==> src/rtl/cdr_pkg.sv <==
package cdr_pkg;
    typedef enum logic [1:0] {
        ST_REF  = 2'd0,
        ST_ACQ  = 2'd1,
        ST_LOCK = 2'd2
    } cdr_st_e;
endpackage

==> src/rtl/cdr_edge_vote.sv <==
module cdr_edge_vote #(
    parameter int NPH = 8,
    localparam int PW = $clog2(NPH)
) (
    input  logic [NPH-1:0] samp,
    input  logic [PW-1:0]  sel,
    output logic           vote_up,
    output logic           vote_dn,
    output logic           cur_bit
);
    localparam logic [PW-1:0] LAST = PW'(NPH - 1);

    logic [PW-1:0] idx_prv;
    logic [PW-1:0] idx_nxt;
    logic          s_prv;
    logic          s_nxt;

    always_comb begin
        idx_prv = (sel == '0)   ? LAST : sel - 1'b1;
        idx_nxt = (sel == LAST) ? '0   : sel + 1'b1;
        s_prv   = samp[idx_prv];
        s_nxt   = samp[idx_nxt];
        cur_bit = samp[sel];
        // edge sits just before the chosen phase: move later
        vote_up = (s_prv != cur_bit) && (cur_bit == s_nxt);
        // edge sits just after the chosen phase: move earlier
        vote_dn = (s_prv == cur_bit) && (cur_bit != s_nxt);
    end
endmodule

==> src/rtl/cdr_loop_filt.sv <==
module cdr_loop_filt #(
    parameter int ACC_W = 5,
    localparam int THR_W = ACC_W - 1
) (
    input  logic             clk,
    input  logic             rst_n,
    input  logic             track,
    input  logic             vote_up,
    input  logic             vote_dn,
    input  logic [THR_W-1:0] thresh,
    output logic             step_up,
    output logic             step_dn
);
    logic signed [ACC_W-1:0] acc_q;
    logic signed [ACC_W:0]   vote_s;
    logic signed [ACC_W:0]   sum_s;
    logic signed [ACC_W:0]   thr_s;
    logic [THR_W-1:0]        thr_eff;

    always_comb begin
        thr_eff = (thresh == '0) ? THR_W'(1) : thresh;
        thr_s   = signed'({2'b00, thr_eff});
        if (vote_up)
            vote_s = {{ACC_W{1'b0}}, 1'b1};
        else if (vote_dn)
            vote_s = '1;
        else
            vote_s = '0;
        sum_s   = {acc_q[ACC_W-1], acc_q} + vote_s;
        step_up = track && (sum_s >= thr_s);
        step_dn = track && (sum_s <= -thr_s);
    end

    always_ff @(posedge clk or negedge rst_n) begin
        if (!rst_n)
            acc_q <= '0;
        else if (!track || step_up || step_dn)
            acc_q <= '0;
        else
            acc_q <= sum_s[ACC_W-1:0];
    end

    // the accumulator never rests at or beyond the threshold it was checked against
    assert_acc_inside_R3: assert property (@(posedge clk) disable iff (!rst_n)
        (track && !step_up && !step_dn) |=> (acc_q < $past(thr_s)) && (acc_q > -$past(thr_s)));
endmodule

==> src/rtl/cdr_phase_ctl.sv <==
module cdr_phase_ctl
    import cdr_pkg::*;
#(
    parameter int NPH    = 8,
    parameter int LOCK_W = 6,
    localparam int PW    = $clog2(NPH)
) (
    input  logic              clk,
    input  logic              rst_n,
    input  logic              track,
    input  logic              step_up,
    input  logic              step_dn,
    input  logic [LOCK_W-1:0] lock_len,
    output logic [PW-1:0]     phase,
    output logic              locked
);
    localparam logic [PW-1:0] LAST = PW'(NPH - 1);

    cdr_st_e            state_q;
    cdr_st_e            state_d;
    logic [PW-1:0]      phase_q;
    logic [LOCK_W-1:0]  quiet_q;
    logic [LOCK_W:0]    quiet_inc;
    logic               lock_hit;
    logic               stepped;

    always_comb begin
        stepped   = step_up || step_dn;
        quiet_inc = {1'b0, quiet_q} + 1'b1;
        lock_hit  = quiet_inc >= {1'b0, lock_len};
    end

    // next-state logic
    always_comb begin
        state_d = state_q;
        if (!track) begin
            state_d = ST_REF;
        end else begin
            unique case (state_q)
                ST_REF:  state_d = ST_ACQ;
                ST_ACQ:  state_d = stepped ? ST_ACQ : (lock_hit ? ST_LOCK : ST_ACQ);
                ST_LOCK: state_d = stepped ? ST_ACQ : ST_LOCK;
                default: state_d = ST_ACQ;
            endcase
        end
    end

    // state register
    always_ff @(posedge clk or negedge rst_n) begin
        if (!rst_n)
            state_q <= ST_ACQ;
        else
            state_q <= state_d;
    end

    // datapath registers: phase index and quiet counter
    always_ff @(posedge clk or negedge rst_n) begin
        if (!rst_n) begin
            phase_q <= '0;
            quiet_q <= '0;
        end else begin
            if (step_up)
                phase_q <= (phase_q == LAST) ? '0 : phase_q + 1'b1;
            else if (step_dn)
                phase_q <= (phase_q == '0) ? LAST : phase_q - 1'b1;

            if (!track || stepped || state_q == ST_REF)
                quiet_q <= '0;
            else if (state_q == ST_ACQ && !quiet_inc[LOCK_W])
                quiet_q <= quiet_inc[LOCK_W-1:0];
        end
    end

    // outputs
    always_comb begin
        phase  = phase_q;
        locked = (state_q == ST_LOCK);
    end

    assert_wrap_up_R4: assert property (@(posedge clk) disable iff (!rst_n)
        (step_up && phase_q == LAST) |=> phase_q == '0);
    assert_wrap_dn_R4: assert property (@(posedge clk) disable iff (!rst_n)
        (step_dn && phase_q == '0) |=> phase_q == LAST);
    assert_step_one_R3: assert property (@(posedge clk) disable iff (!rst_n)
        (step_up && phase_q != LAST) |=> phase_q == $past(phase_q) + 1'b1);
    assert_ref_state_R8: assert property (@(posedge clk) disable iff (!rst_n)
        !track |=> state_q == ST_REF);
endmodule

==> src/rtl/cdr_phase_pick.sv <==
module cdr_phase_pick #(
    parameter int NPH    = 8,
    parameter int ACC_W  = 5,
    parameter int LOCK_W = 6,
    localparam int PW    = $clog2(NPH),
    localparam int THR_W = ACC_W - 1
) (
    input  logic              clk,
    input  logic              rst_n,
    input  logic              rx_follow,
    input  logic [NPH-1:0]    samp_i,
    input  logic [THR_W-1:0]  thresh_i,
    input  logic [LOCK_W-1:0] lock_len_i,
    output logic              bit_o,
    output logic              bit_vld_o,
    output logic [PW-1:0]     phase_o,
    output logic              locked_o
);
    logic vote_up;
    logic vote_dn;
    logic cur_bit;
    logic step_up;
    logic step_dn;
    logic bit_q;
    logic vld_q;

    cdr_edge_vote #(.NPH(NPH)) u_vote (
        .samp    (samp_i),
        .sel     (phase_o),
        .vote_up (vote_up),
        .vote_dn (vote_dn),
        .cur_bit (cur_bit)
    );

    cdr_loop_filt #(.ACC_W(ACC_W)) u_filt (
        .clk     (clk),
        .rst_n   (rst_n),
        .track   (rx_follow),
        .vote_up (vote_up),
        .vote_dn (vote_dn),
        .thresh  (thresh_i),
        .step_up (step_up),
        .step_dn (step_dn)
    );

    cdr_phase_ctl #(.NPH(NPH), .LOCK_W(LOCK_W)) u_ctl (
        .clk      (clk),
        .rst_n    (rst_n),
        .track    (rx_follow),
        .step_up  (step_up),
        .step_dn  (step_dn),
        .lock_len (lock_len_i),
        .phase    (phase_o),
        .locked   (locked_o)
    );

    always_ff @(posedge clk or negedge rst_n) begin
        if (!rst_n) begin
            bit_q <= 1'b0;
            vld_q <= 1'b0;
        end else begin
            vld_q <= rx_follow;
            if (rx_follow)
                bit_q <= cur_bit;
        end
    end

    assign bit_o     = bit_q;
    assign bit_vld_o = vld_q;

    assert_ref_quiet_R6: assert property (@(posedge clk) disable iff (!rst_n)
        !rx_follow |=> (!bit_vld_o && $stable(bit_o) && $stable(phase_o)));
    assert_step_unlocks_R7: assert property (@(posedge clk) disable iff (!rst_n)
        (step_up || step_dn) |=> !locked_o);
    assert_ref_unlocks_R7: assert property (@(posedge clk) disable iff (!rst_n)
        !rx_follow |=> !locked_o);
endmodule

==> config.mk <==
export PLATFORM = sky130hd
export DESIGN_NAME = cdr_phase_pick
export DESIGN_NICKNAME = d
export VERILOG_FILES = /design/src/rtl/cdr_pkg.sv /design/src/rtl/cdr_edge_vote.sv /design/src/rtl/cdr_loop_filt.sv /design/src/rtl/cdr_phase_ctl.sv /design/src/rtl/cdr_phase_pick.sv
export SDC_FILE = /design/constraint.sdc
export NUM_CORES = 1
export LEC_CHECK = 0
export ABC_AREA = 1
export BUFFER_PORTS_ARGS = -buffer_cell sky130_fd_sc_hd__buf_2
export CORE_MARGIN = 3
export CORE_UTILIZATION = 62
export CTS_CLUSTER_SIZE = 24
export DETAILED_ROUTE_END_ITERATION = 10
export PLACE_DENSITY = 0.86
export SYNTH_ARGS = -nofsm -noshare
export SYNTH_HDL_FRONTEND = slang
export SYNTH_SLANG_ARGS = --single-unit
export TNS_END_PERCENT = 50
==> constraint.sdc <==
create_clock -name clk -period 7.2 [get_ports clk]
set_input_delay 1.8 -clock clk [delete_from_list [all_inputs] [get_ports clk]]
set_output_delay 1.8 -clock clk [all_outputs]
set_load 0.01 [all_outputs]
; ---- Yosys cells after proc, flatten, opt, wreduce, memory -nomap -nowiden
; Index checks and enable logic that the tools add are counted.
[word_totals]
elab_cells = 62
mem_bits_rw = 0
reg_bits = 18
romBits = 0
memories = 0
latchBits = 0
inputBits = 21
out_inout_bits = 6
[classes]
bitwise = 0
n_eq_ne = 7
muxes = 21
n_reduce_logical = 17
addsub = 5
order_cmp = 6
shift = 0
n_div = 0
multipliers = 0
[op_table]
columns = operator, n
row1 = 6-bit 2-to-1 mux, 4
row2 = 3-bit by 4-bit less-than comparator with 1-bit output (second input constant), 3
row3 = 3-bit 2-to-1 mux, 4
row4 = 1-bit binary-select mux with 3-bit select, 3
row5 = 2-bit 2-to-1 mux, 4
row6 = 6-bit by 1-bit adder with 7-bit output (second input constant), 1
row7 = 7-bit by 6-bit greater-or-equal comparator with 1-bit output, 1
row8 = 6-bit adder, 1
row9 = 6-bit by 5-bit greater-or-equal comparator with 1-bit output, 1
row10 = 6-bit <= comparator, 1
row11 = 4-bit negator with 6-bit output, 1
row12 = 1-bit logical AND, 5
row13 = 1-bit logical OR, 5
row14 = 5-bit 2-to-1 mux, 1
row15 = 4-bit zero test, 1
row16 = 4-bit 2-to-1 mux, 1
row17 = 2-bit one-hot mux with 2 select lines, 1
row18 = 2-bit nonzero test, 2
row19 = 3-bit by 1-bit adder with 3-bit output (second input constant), 1
row20 = 3-bit equality test (second input constant), 1
row21 = 3-bit zero test, 1
row22 = 1-bit 2-to-1 mux, 3
row23 = 3-bit by 1-bit subtractor with 3-bit output (second input constant), 1
row24 = 1-bit equality test, 2
row25 = other kinds (5), 7

; ---- Logic depth before layout (Yosys ltp)
; Gate-level depths: netlist (run 1).
[logic_depth]
ltp_word = 15
mapped_depth = 32
ltp_nobuf = 31

; ---- Modules after synthesis
; Synthesis (run 1) repeated with hierarchy kept, for this count alone.
[hier_totals]
hier_cells = 327
area_unflattened_um2 = 2154.6
[by_module_without_submodules]
columns = mod, cells_per_inst, seq_area_each_um2, instances, area_per_inst_um2
row1 = cdr_phase_ctl, 105, 276.5, 1, 869.6
row2 = cdr_loop_filt, 118, 125.1, 1, 738.2
row3 = cdr_edge_vote, 98, 0.0, 1, 481.7
row4 = cdr_phase_pick, 6, 50.0, 1, 65.1

; ---- Worst setup path after synthesis (run 1)
; No wires, ideal clock.
[synth_timing]
path_kind = input port to flip-flop
from = input samp_i[0]
to = register u_ctl.state_q[1]
n_path_buf = 1
required_time_ps = 7131
t_arrival_ps = 4757
cell_stages = 26
setup_slack_ps = 2374
setup_ps = 69
cell_sequence = inv_1 -> a21oi_1 -> o21ai_0 -> o21ai_0 -> o21ai_0 -> xor2_1 -> ha_1 -> buf_6 -> xnor2_1 -> inv_1 -> ha_1 -> inv_1 -> nand2_1 -> xnor2_1 -> inv_1 -> ha_1 -> inv_1 -> o31ai_1 -> nand2_1 -> nand2_1 -> nand3_1 -> nand3_2 -> nand2_4 -> inv_4 -> nand2_4 -> nor2_2
[synth_via]
elab_chain_len = 13
word_cells_on_any_way = 24
classes_between = add/sub (1) / order compare (2) / eq/ne (4) / mux (12) / reduce/logical (5)
[synth_lines]
columns = item, line_no
row1 = "start, declared", cdr_phase_pick.sv:11  ; input logic [NPH-1:0] samp_i,
row2 = "1-bit binary-select mux with 3-bit select, on equally long branches", "cdr_edge_vote.sv:21, cdr_edge_vote.sv:22, cdr_edge_vote.sv:23"
row3 = "1-bit 2-to-1 mux, on equally long branches", "cdr_edge_vote.sv:21, cdr_edge_vote.sv:22, cdr_edge_vote.sv:23"
row4 = 1-bit equality test / 1-bit != test (equally long branches), cdr_edge_vote.sv:27  ; vote_dn = (s_prv == cur_bit) && (cur_bit != s_nxt);
row5 = 1-bit logical AND, cdr_edge_vote.sv:27
row6 = 6-bit 2-to-1 mux, cdr_loop_filt.sv:25  ; else if (vote_dn)
row7 = 6-bit 2-to-1 mux (*), cdr_loop_filt.sv:23  ; if (vote_up)
row8 = 6-bit adder (*), cdr_loop_filt.sv:29  ; sum_s = {acc_q[ACC_W-1], acc_q} + vote_s;
row9 = 6-bit by 5-bit greater-or-equal comparator with 1-bit output / 6-bit <= comparator (equally long branches), "cdr_loop_filt.sv:30, cdr_loop_filt.sv:31"
row10 = "1-bit logical AND, on equally long branches", "cdr_loop_filt.sv:30, cdr_loop_filt.sv:31"
row11 = 1-bit logical OR (*), cdr_phase_ctl.sv:28  ; stepped = step_up || step_dn;
row12 = "2-bit 2-to-1 mux, on equally long branches", "cdr_phase_ctl.sv:42, cdr_phase_ctl.sv:41"
row13 = 2-bit one-hot mux with 2 select lines (*), cdr_phase_ctl.sv:39  ; unique case (state_q)
row14 = 2-bit 2-to-1 mux (*), cdr_phase_ctl.sv:36  ; if (!track) begin
row15 = named net u_ctl.state_d[1], cdr_phase_ctl.sv:20  ; cdr_st_e state_d;
row16 = "end signal, assigned", cdr_phase_ctl.sv:53  ; state_q <= state_d;
row17 = "end, declared", cdr_phase_ctl.sv:19  ; cdr_st_e state_q;
; The timed path passes the listed nets; every way through them passes the cells marked *. The select of a mux whose other input is x is not followed.
; A chain may end at the register's enable or synchronous reset.

; ---- Final worst setup path (run 1)
; Ends and elaborated chain as after synthesis.

==> key figures, run 1 <==
Floorplanning
  • Effective utilization at floorplan: 0.662
  • Die Height: 60.7 um
  • Die X: 60.7 um
  • Row count: 19
  • Core ar.: 2810 um2
  • Io pins: 27
  • Die Area: 3690 um2

STA
  • Setup Skew: 5.25 ps
  • RSZ-0062 raised after global routing: false
  • Final Setup Violations: 0
  • Fin crit share: 0.717
  • Final Hold Viols: 0
  • Setup_tns: 0 ps
  • Final min period: 5160 ps
  • Final slew viol count: 0
  • Fmax: between 150 and 200 MHz

Global route
  • Largest net degree at the start of global routing: 19
  • Initial antenna violation count: 0
  • Gr ovfl total: 0
  • Global-route wire length before repair: around 6000 um
  • Overall Global Routing Usage: 0.210
  • Vias in the first global route: 1421

Logic synthesis
  • Post-Synth Simple-Gate Area: 0.230
  • Most common cell in the netlist: inv_1
  • Top post-synthesis cells by count: inv_1, nand2_1, ha_1, a21oi_1
  • Syn avg cell area: 7.34 um2
  • Syn nets: 301
  • Synth top area cells: dfrtp_1, ha_1, inv_1, nand2_1, a21oi_1
  • Async SR Flop Fraction: 1.00
  • Yosys top cell by area: dfrtp_1
  • Synth Area in Compound Gates: 0.154
  • Warnings, synthesis: 0
  • Synthesized-area fraction occupied by adder cells: 0.182
  • Synth unique cells: 32
  • Largest family of logic cells by synthesized area: simple AND/OR/NAND/NOR gates
  • Top cell type's share of synthesized area: 0.229
  • Post-synth EDFFs: 0
  • Post-synthesis mux area share: 0.0162
  • Post-synthesis xor/xnor area fraction: 0.0566
  • Mapped Area: 1860 um2
  • Post-synthesis sequential area ratio: 0.243
  • Number of synthesized register bits: 18
  • Main synth FF type: dfrtp_1
  • Synth Instances: approximately 250

Final layout
  • Area Growth Syn to Fin: 9.91%
  • Layout filler cell count: 223
  • Area of the multi-input gates: 1190 um2
  • Share of cells above drive strength 1: 0.195
  • NumNets Final: 331
  • Antenna diodes: 0
  • Flip-flop and latch area: 452 um2

Route
  • 1st-pass router iterations: 4
  • Total wire length: 3610 um
  • DRC Markers: 0
  • Vias/cell: 5.31
  • Vias: 1663
  • Initial DRC Count: 84
  • Post-DRT Antenna Nets: 0
  • Wire per inst: approximately 12 um

Worst setup path
  • Crit end category: flop
  • Crit path max fanout: 7
  • Crit path kind: input pin to flop
  • Worst Path Arrival: 5390 ps
  • Worst setup SP type: input pin
  • Critical Path RT: 7430 ps
  • Internal reg-to-reg setup slack: 2610 ps

Hold path
  • Worst hold-check path type: flop to flop

Clock network
  • Clock sink count: 18
  • Root buffer selected by CTS: clkbuf_4
  • Htree depth: 1
  • Worst-path clk slew: 90 ps
  • Clk_lat worst skew: 290 ps
  • CTS tree: done
  • Post-CTS Setup Repair Bufs: 0
  • Total CTS buffers: 3
  • CTS Buffer Depth: 2
  • Resized Gates After CTS: 0
  • CTS Hold Buffers Added: 0

Placed design
  • GPL Wtd Cong: 0.903
  • Port bufs: 26
  • DPL Wire Length: 3020 um

Run status
  • Status: completed

Job
  • Max-cap viol count: 0
## cell families (layout without fill, tap and decap cells)
kind of cell	after synthesis	in the layout
simple gates	86	86
buf+inv	55	84
compound gates	51	51
fa+ha+maj	27	27
flops	18	18
xor+xnor	12	12
mux	3	3
other cells	1	1
## sequential cells by signal, summed over array words and instances, names as in the netlist
signal	cells
bit_o	1
bit_vld_o	1
u_ctl.phase	3
u_ctl.quiet_q	6
u_ctl.state_q	2
u_filt.acc_q	5
## final cells by class
cell class | count | share of cell area
multi-input cells | 180 | 0.582
flip-flops and latches | 18 | 0.221
inverters | 54 | 0.101
well taps | 31 | 0.0190
clock buffers | 4 | 0.0129
repair buffers | 26 | 0.0638
## placed cells by master (no fill, tap or decap), drive strengths merged
cell	n
o21a	3
xor2	9
a21boi	1
xnor2	3
nor2	19
o211ai	4
conb	1
o31ai	2
or2	3
nor3	2
ha	27
o21ai	21
dfstp	1
a21oi	19
nand3	16
nand2	44
a31oi	1
nand4	2
inv	54
buf	26
clkbuf	4
dfrtp	17
mux2i	3
## worst max-delay path, cell delays in order
cell and delay, ps:
buf_2 90, inv_1 80, a21oi_1 60, o21ai_0 70, o21ai_0 100, o21ai_0 390, xor2_1 260, ha_1 410
xnor2_1 170, inv_1 80, ha_1 190, inv_1 50, nand2_1 80, xnor2_1 240, inv_1 110, ha_1 290
inv_1 40, o31ai_1 210, nand2_1 70, nand2_1 60, nand3_1 80, nand3_2 110, nand2_4 100, inv_4 70
nand2_4 80, nor2_2 90
## metrics by stage
step / area, um2 / setup slack (ps) / utilization / hold WS [ps] / instances
2_1_floorplan: 1860 / 2370 / - / 518 / 253
3_5_place_dp: 2010 / 1750 / 0.718 / 499 / 309
4_1_cts: 2040 / 2030 / 0.727 / 522 / 313
5_1_grt: 2040 / 1600 / 0.727 / 546 / 313
3_3_place_gp: 2010 / 1890 / 0.718 / 492 / 309
6_report: 2040 / 2040 / 0.727 / 510 / 313
## metal layers
metal / global-route usage / wire length [um]
met1: 0.279 / 1670
met2: 0.353 / 1740
met3: 0.0404 / 175
met4: 0.0495 / 21
met5: 0 / 0
## final timing paths
check                                      startpoint                         end  cells past startpoint
max                                         samp_i[0]  u_ctl.state_q[1]$_DFF_PN0_                     26
min                                 bit_o$_DFFE_PN0P_           bit_o$_DFFE_PN0P_                      2
max reg2reg                u_ctl.phase[0]$_DFFE_PN0P_  u_ctl.state_q[1]$_DFF_PN0_                     28
min reg2reg                         bit_o$_DFFE_PN0P_           bit_o$_DFFE_PN0P_                      2
max in group asynchronous                       rst_n  u_ctl.state_q[0]$_DFF_PN1_                      1
min in group asynchronous                       rst_n   u_filt.acc_q[1]$_DFF_PN0_                      1
Power of run 1 is not shown: default switching activity piles up to over one toggle a cycle in this logic, so the estimate is an artifact.
==> run 2: changes to the inputs <==
Settings changed: ABC_AREA 1 to 0, CORE_UTILIZATION 62 to 52, PLACE_DENSITY 0.86 to 0.76.
Clock period 7.2 ns to 4.5 ns, I/O delays scaled along.
==> key figures, run 2 <==
Final layout
  • Commonest non-fill, non-tap cell in the layout: buf_4
  • Reg with most FFs: u_ctl.quiet_q
  • Max reg flops: 6
  • Commonest cells after routing, fill and taps aside: buf_4, buf_2, ha_1
  • Final Util: 0.739
  • Layout filler cell count: 261
  • NumNets Final: roughly 310
  • Area Growth Syn to Fin: 33.1%
  • Antenna diodes: 0
  • Share of cells above drive strength 1: 0.415

Worst setup path
  • Crit end category: flop
  • Crit path kind: input pin to flop
  • CP bufs+invs: 5
  • CP Cell Sequence: buf_2 -> mux4_2 -> mux2i_4 -> xor2_2 -> ha_1 -> inv_2 -> ha_4 -> a21o_2 -> a22oi_2 -> o21ai_1 -> xor2_1 -> buf_4 -> buf_4 -> ha_1 -> o21a_1 -> a21oi_1 -> a221o_2 -> buf_4 -> a311o_1
  • CP max stage delay: around 500 ps
  • Worst setup SP type: input pin
  • Slowest CP cell: mux4_2
  • Critical Path RT: 4680 ps
  • Crit path max fanout: 8
  • Internal reg-to-reg setup slack: -130 ps
  • Worst Path Arrival: 4860 ps
  • Crit path max-delay family: compound AO/OA/AOI/OAI gates
  • Most frequent CP cell: buf_4

Logic synthesis
  • Mapped Area: 1900 um2
  • Post-synth EDFFs: 0
  • Yosys top cell by area: dfrtp_1
  • Top cell type's share of synthesized area: 0.224
  • Post-synthesis sequential area ratio: 0.238
  • Async SR Flop Fraction: 1.00
  • Top post-synthesis cells by count: ha_1, inv_1, dfrtp_1, nor2_1, nand2_1
  • Syn nets: 254
  • Warnings, synthesis: 0
  • Syn avg cell area: 9.20 um2
  • Synth top area cells: dfrtp_1, ha_1, mux4_2, inv_1, xor2_1
  • Main synth FF type: dfrtp_1
  • Number of synthesized register bits: 18
  • Most common cell in the netlist: ha_1
  • Synth Instances: around 210
  • Synth unique cells: 50

Clock network
  • Root buffer selected by CTS: clkbuf_4
  • Total CTS buffers: 3
  • CTS tree: done
  • Worst-path clk slew: 110 ps
  • CTS Hold Buffers Added: 0
  • Htree depth: 1
  • Clk_lat worst skew: 290 ps
  • CTS Buffer Depth: 2
  • Clock sink count: 18

Global route
  • Largest net degree at the start of global routing: 19
  • Busiest grt layer: met2
  • Met3 usage: 0.0153
  • Initial antenna violation count: 0
  • Vias in the first global route: 1572
  • Met2 usage: 0.331
  • Routing usage on met1: 0.277
  • Gr ovfl total: 0
  • Global-route wire length before repair: 6820 um
  • Overall Global Routing Usage: 0.196

Hold path
  • Worst hold-check path type: flop to flop

Floorplanning
  • Die X: between 60 and 70 um
  • Effective utilization at floorplan: 0.555
  • Die Area: 4410 um2
  • Die Height: 66.4 um
  • Core ar.: 3420 um2
  • Row count: 21
  • Io pins: 27

Route
  • Vias: 1685
  • Total wire length: about 4200 um
  • Initial DRC Count: ~90
  • Wire per inst: 13.7 um
  • DRC Markers: 0
  • 1st-pass router iterations: 4
  • Vias/cell: 5.42
  • Post-DRT Antenna Nets: 0

STA
  • Fin crit share: 1.04
  • Setup Skew: 1.26 ps
  • Final Setup Violations: 16
  • Fmax: 214 MHz
  • Final slew viol count: 0
  • Final min period: 4680 ps
  • RSZ-0062 raised after global routing: true
  • Post-route setup slack: -175 ps
  • Final Hold Viols: 0

Run status
  • Failing checks: setup timing
  • Status: finished with violations

Placed design
  • Port bufs: 26
  • DPL Wire Length: 3250 um
  • GPL Wtd Cong: ~0.83

Job
  • Max-cap viol count: 0
[run 2: changes by cell type after synthesis, sizes merged, moves of 5 or more]
cell / previous run / this run
o21ai: 21 / 4
mux4: 0 / 6
nor3: 2 / 11
nand3: 16 / 9
inv: 54 / 23
xnor2: 3 / 8
a21oi: 19 / 10
nand2: 44 / 13
[run 2: timing repair]
action	in CTS	in global routing
resized for setup	19	14
buffers inserted	5	3
hold endpoints to repair	0	0
pin swaps	21	15
endpoints found under the setup margin	16	16
[run 2: stage by stage]
stage               instance area, um2  setup WS, ps  hold WS (ps)  setup TNS (ps)  cells
global route                      2520          -344           588           -5010    311
global placement                  2300          -425           504           -5750    300
floorplan                         1950          -189           554           -1580    206
finish                            2520          -175           540           -2120    311
detailed placement                2300          -543           517           -7660    300
CTS                               2460          -182           543           -2380    309
[run 2: tightest hold or removal path, stage by stage, from the launching register on]
cell     delay, ps
dfrtp_1        360
nor2_1          40
a21oi_1        100
[run 2: final timing paths]
path,from,cells past startpoint,end
setup reg to reg,u_ctl.phase[0]$_DFFE_PN0P_,21,u_ctl.phase[0]$_DFFE_PN0P_
setup / recovery,samp_i[2],19,u_ctl.phase[0]$_DFFE_PN0P_
hold / removal,bit_o$_DFFE_PN0P_,2,bit_o$_DFFE_PN0P_
hold reg to reg,bit_o$_DFFE_PN0P_,2,bit_o$_DFFE_PN0P_
max in group asynchronous,rst_n,1,u_ctl.state_q[0]$_DFF_PN1_
min in group asynchronous,rst_n,1,u_ctl.phase[1]$_DFFE_PN0P_
[run 2: kinds of logic (layout without fill, tap and decap cells)]
kind of cell             count (synthesis)  in the layout  share of synthesized area
AND/OR/NAND/NOR                         66             66                      0.179
AO/OA/AOI/OAI                           36             36                      0.136
buffers and inverters                   29             88                     0.0719
adder cells (fa/ha/maj)                 27             27                      0.178
XOR/XNOR                                18             18                     0.0970
flip-flops                              18             18                      0.238
multiplexers                            11             11                     0.0977
other                                    1              1                    0.00198
[run 2: per-layer routing]
layer	wire, um	up-vias
li1	-	853
met1	2040	810
met2	2120	20
met3	81	2
met4	13	0
met5	0	-
[run 2: area by class of cell]
cell class | count | area, um2 | share of cell area
Clock buffer | 4 | 36.3 | 0.0144
Inverter | 23 | 86.3 | 0.0342
Multi-Input combinational cell | 159 | 1470 | 0.583
Sequential cell | 18 | 452 | 0.179
Tap cell | 46 | 57.6 | 0.0228
Timing Repair Buffer | 61 | 420 | 0.167
Power of run 2 is left out for the same reason.
==> run 3: changes to the inputs <==
Settings changed: PLACE_DENSITY 0.76 to 0.83.
==> key figures, run 3 (synthesized netlist as in run 2, its figures left out) <==
Run status
  • Status: finished with violations
  • Failing checks: setup timing

Placed design
  • DPL Wire Length: 3500 um
  • Port bufs: 26
  • GPL Wtd Cong: 0.883
  • Inst Count DP: between 300 and 400
  • Placed cell areas: 2320 um2

Floorplanning
  • Row count: 21
  • Die Height: 66.4 um
  • Io pins: 27
  • Die X: 66.4 um
  • Core ar.: around 3400 um2
  • Die Area: 4410 um2
  • Effective utilization at floorplan: 0.555

Worst setup path
  • Worst setup SP type: flop
  • Crit path kind: flop to flop
  • Crit end category: flop
  • Crit path max fanout: 8
  • Worst Path Arrival: 5040 ps
  • Critical Path RT: 4740 ps

STA
  • Final Setup Violations: 16
  • Setup Skew: around 2 ps
  • Fmax: 208 MHz
  • Fin crit share: 1.07
  • RSZ-0062 raised after global routing: true
  • Setup_tns: -4150 ps
  • Post-route setup slack: -296 ps
  • Final min period: 4800 ps
  • Final Hold Viols: 0
  • Final slew viol count: 0

Final layout
  • Commonest cells after routing, fill and taps aside: buf_4, buf_2, ha_1
  • Final Util: 0.738
  • Final non-filler cell total: 310
  • Commonest non-fill, non-tap cell in the layout: buf_4
  • NumNets Final: 313
  • Share of cells above drive strength 1: 0.413
  • Antenna diodes: 0
  • Reg with most FFs: u_ctl.quiet_q
  • Area Growth Syn to Fin: 32.9%
  • Final instance area: 2520 um2
  • Max reg flops: 6
  • Layout filler cell count: ~240

Global route
  • Vias in the first global route: ~1700
  • Initial antenna violation count: 0
  • Global-route wire length before repair: 7420 um
  • Overall Global Routing Usage: 0.215
  • Gr ovfl total: 0
  • Largest net degree at the start of global routing: 19

Route
  • Initial DRC Count: 122
  • Wire per inst: 15.5 um
  • 1st-pass router iterations: 5
  • Post-DRT Antenna Nets: 0
  • Vias/cell: 5.73
  • Vias: between 1500 and 2000
  • Total wire length: 4820 um
  • DRC Markers: 0

Clock network
  • Root buffer selected by CTS: clkbuf_4
  • Htree depth: 1
  • Total CTS buffers: 3
  • Clk_lat worst skew: 300 ps
  • CTS tree: done
  • CTS Hold Buffers Added: 0
  • Clock sink count: 18
  • Worst-path clk slew: 110 ps
  • CTS Buffer Depth: 2

Hold path
  • Worst hold-check path type: flop to flop

Job
  • Max-cap viol count: 0
run 3: worst paths after layout:
kind / startpoint / end / slack [ps] / cells after the start
worst max register to register: u_ctl.phase[0]$_DFFE_PN0P_ / u_ctl.phase[2]$_DFFE_PN0P_ / -300 / 23
worst max-delay path: u_ctl.phase[0]$_DFFE_PN0P_ / u_ctl.phase[2]$_DFFE_PN0P_ / -300 / 23
max in group asynchronous: rst_n / u_ctl.state_q[0]$_DFF_PN1_ / 3440 / 1
min in group asynchronous: rst_n / u_ctl.state_q[1]$_DFF_PN0_ / 740 / 1
worst min register to register: bit_o$_DFFE_PN0P_ / bit_o$_DFFE_PN0P_ / 540 / 2
worst min-delay path: bit_o$_DFFE_PN0P_ / bit_o$_DFFE_PN0P_ / 540 / 2
run 3: cell type report:
cell class              instances  area [um2]  share of cell area
clock buffers                   4        36.3              0.0144
multi-input cells             159        1480               0.589
repair buffers                 60         404               0.160
inverters                      23        86.3              0.0343
well taps                      46        57.6              0.0228
flip-flops and latches         18         452               0.179
run 3: worst max-delay path: stages, from the launching register on:
cell,delay [ps]
dfrtp_1,430
ha_2,210
ha_4,160
nor2_4,80
buf_6,120
mux4_2,510
mux2i_2,190
xor2_1,120
ha_1,300
inv_2,50
ha_4,170
a21o_2,190
a22oi_2,150
o21ai_2,80
xor2_1,160
ha_1,330
and3_4,200
nand3_4,80
nor2b_4,130
a222oi_1,370
o211ai_2,270
buf_4,220
nor2_2,90
a311o_1,120
run 3: what timing repair did:
| item | CTS | global route |
|---|---|---|
| endpoints found under the setup margin | 16 | 16 |
| buffers inserted | 4 | 0 |
| cloned | 0 | 0 |
| gates resized for setup | 13 | 18 |
| pin swaps | 16 | 17 |
run 3: stage by stage:
| stage | hold slack, ps | worst slack, ps |
|---|---|---|
| 6_report | 542 | -296 |
| 5_1_grt | 583 | -523 |
| 4_1_cts | 534 | -231 |
| 3_5_place_dp | 506 | -602 |
| 3_3_place_gp | 507 | -410 |
| 2_1_floorplan | 554 | -189 |
run 3: layer usage:
layer,vias to the layer above,global-route usage,wire length (um)
met4,0,0.0431,76
li1,853,-,-
met3,10,0.0289,231
met2,64,0.408,2640
met5,-,0,0
met1,850,0.254,1870
Power of run 3 is left out for the same reason.
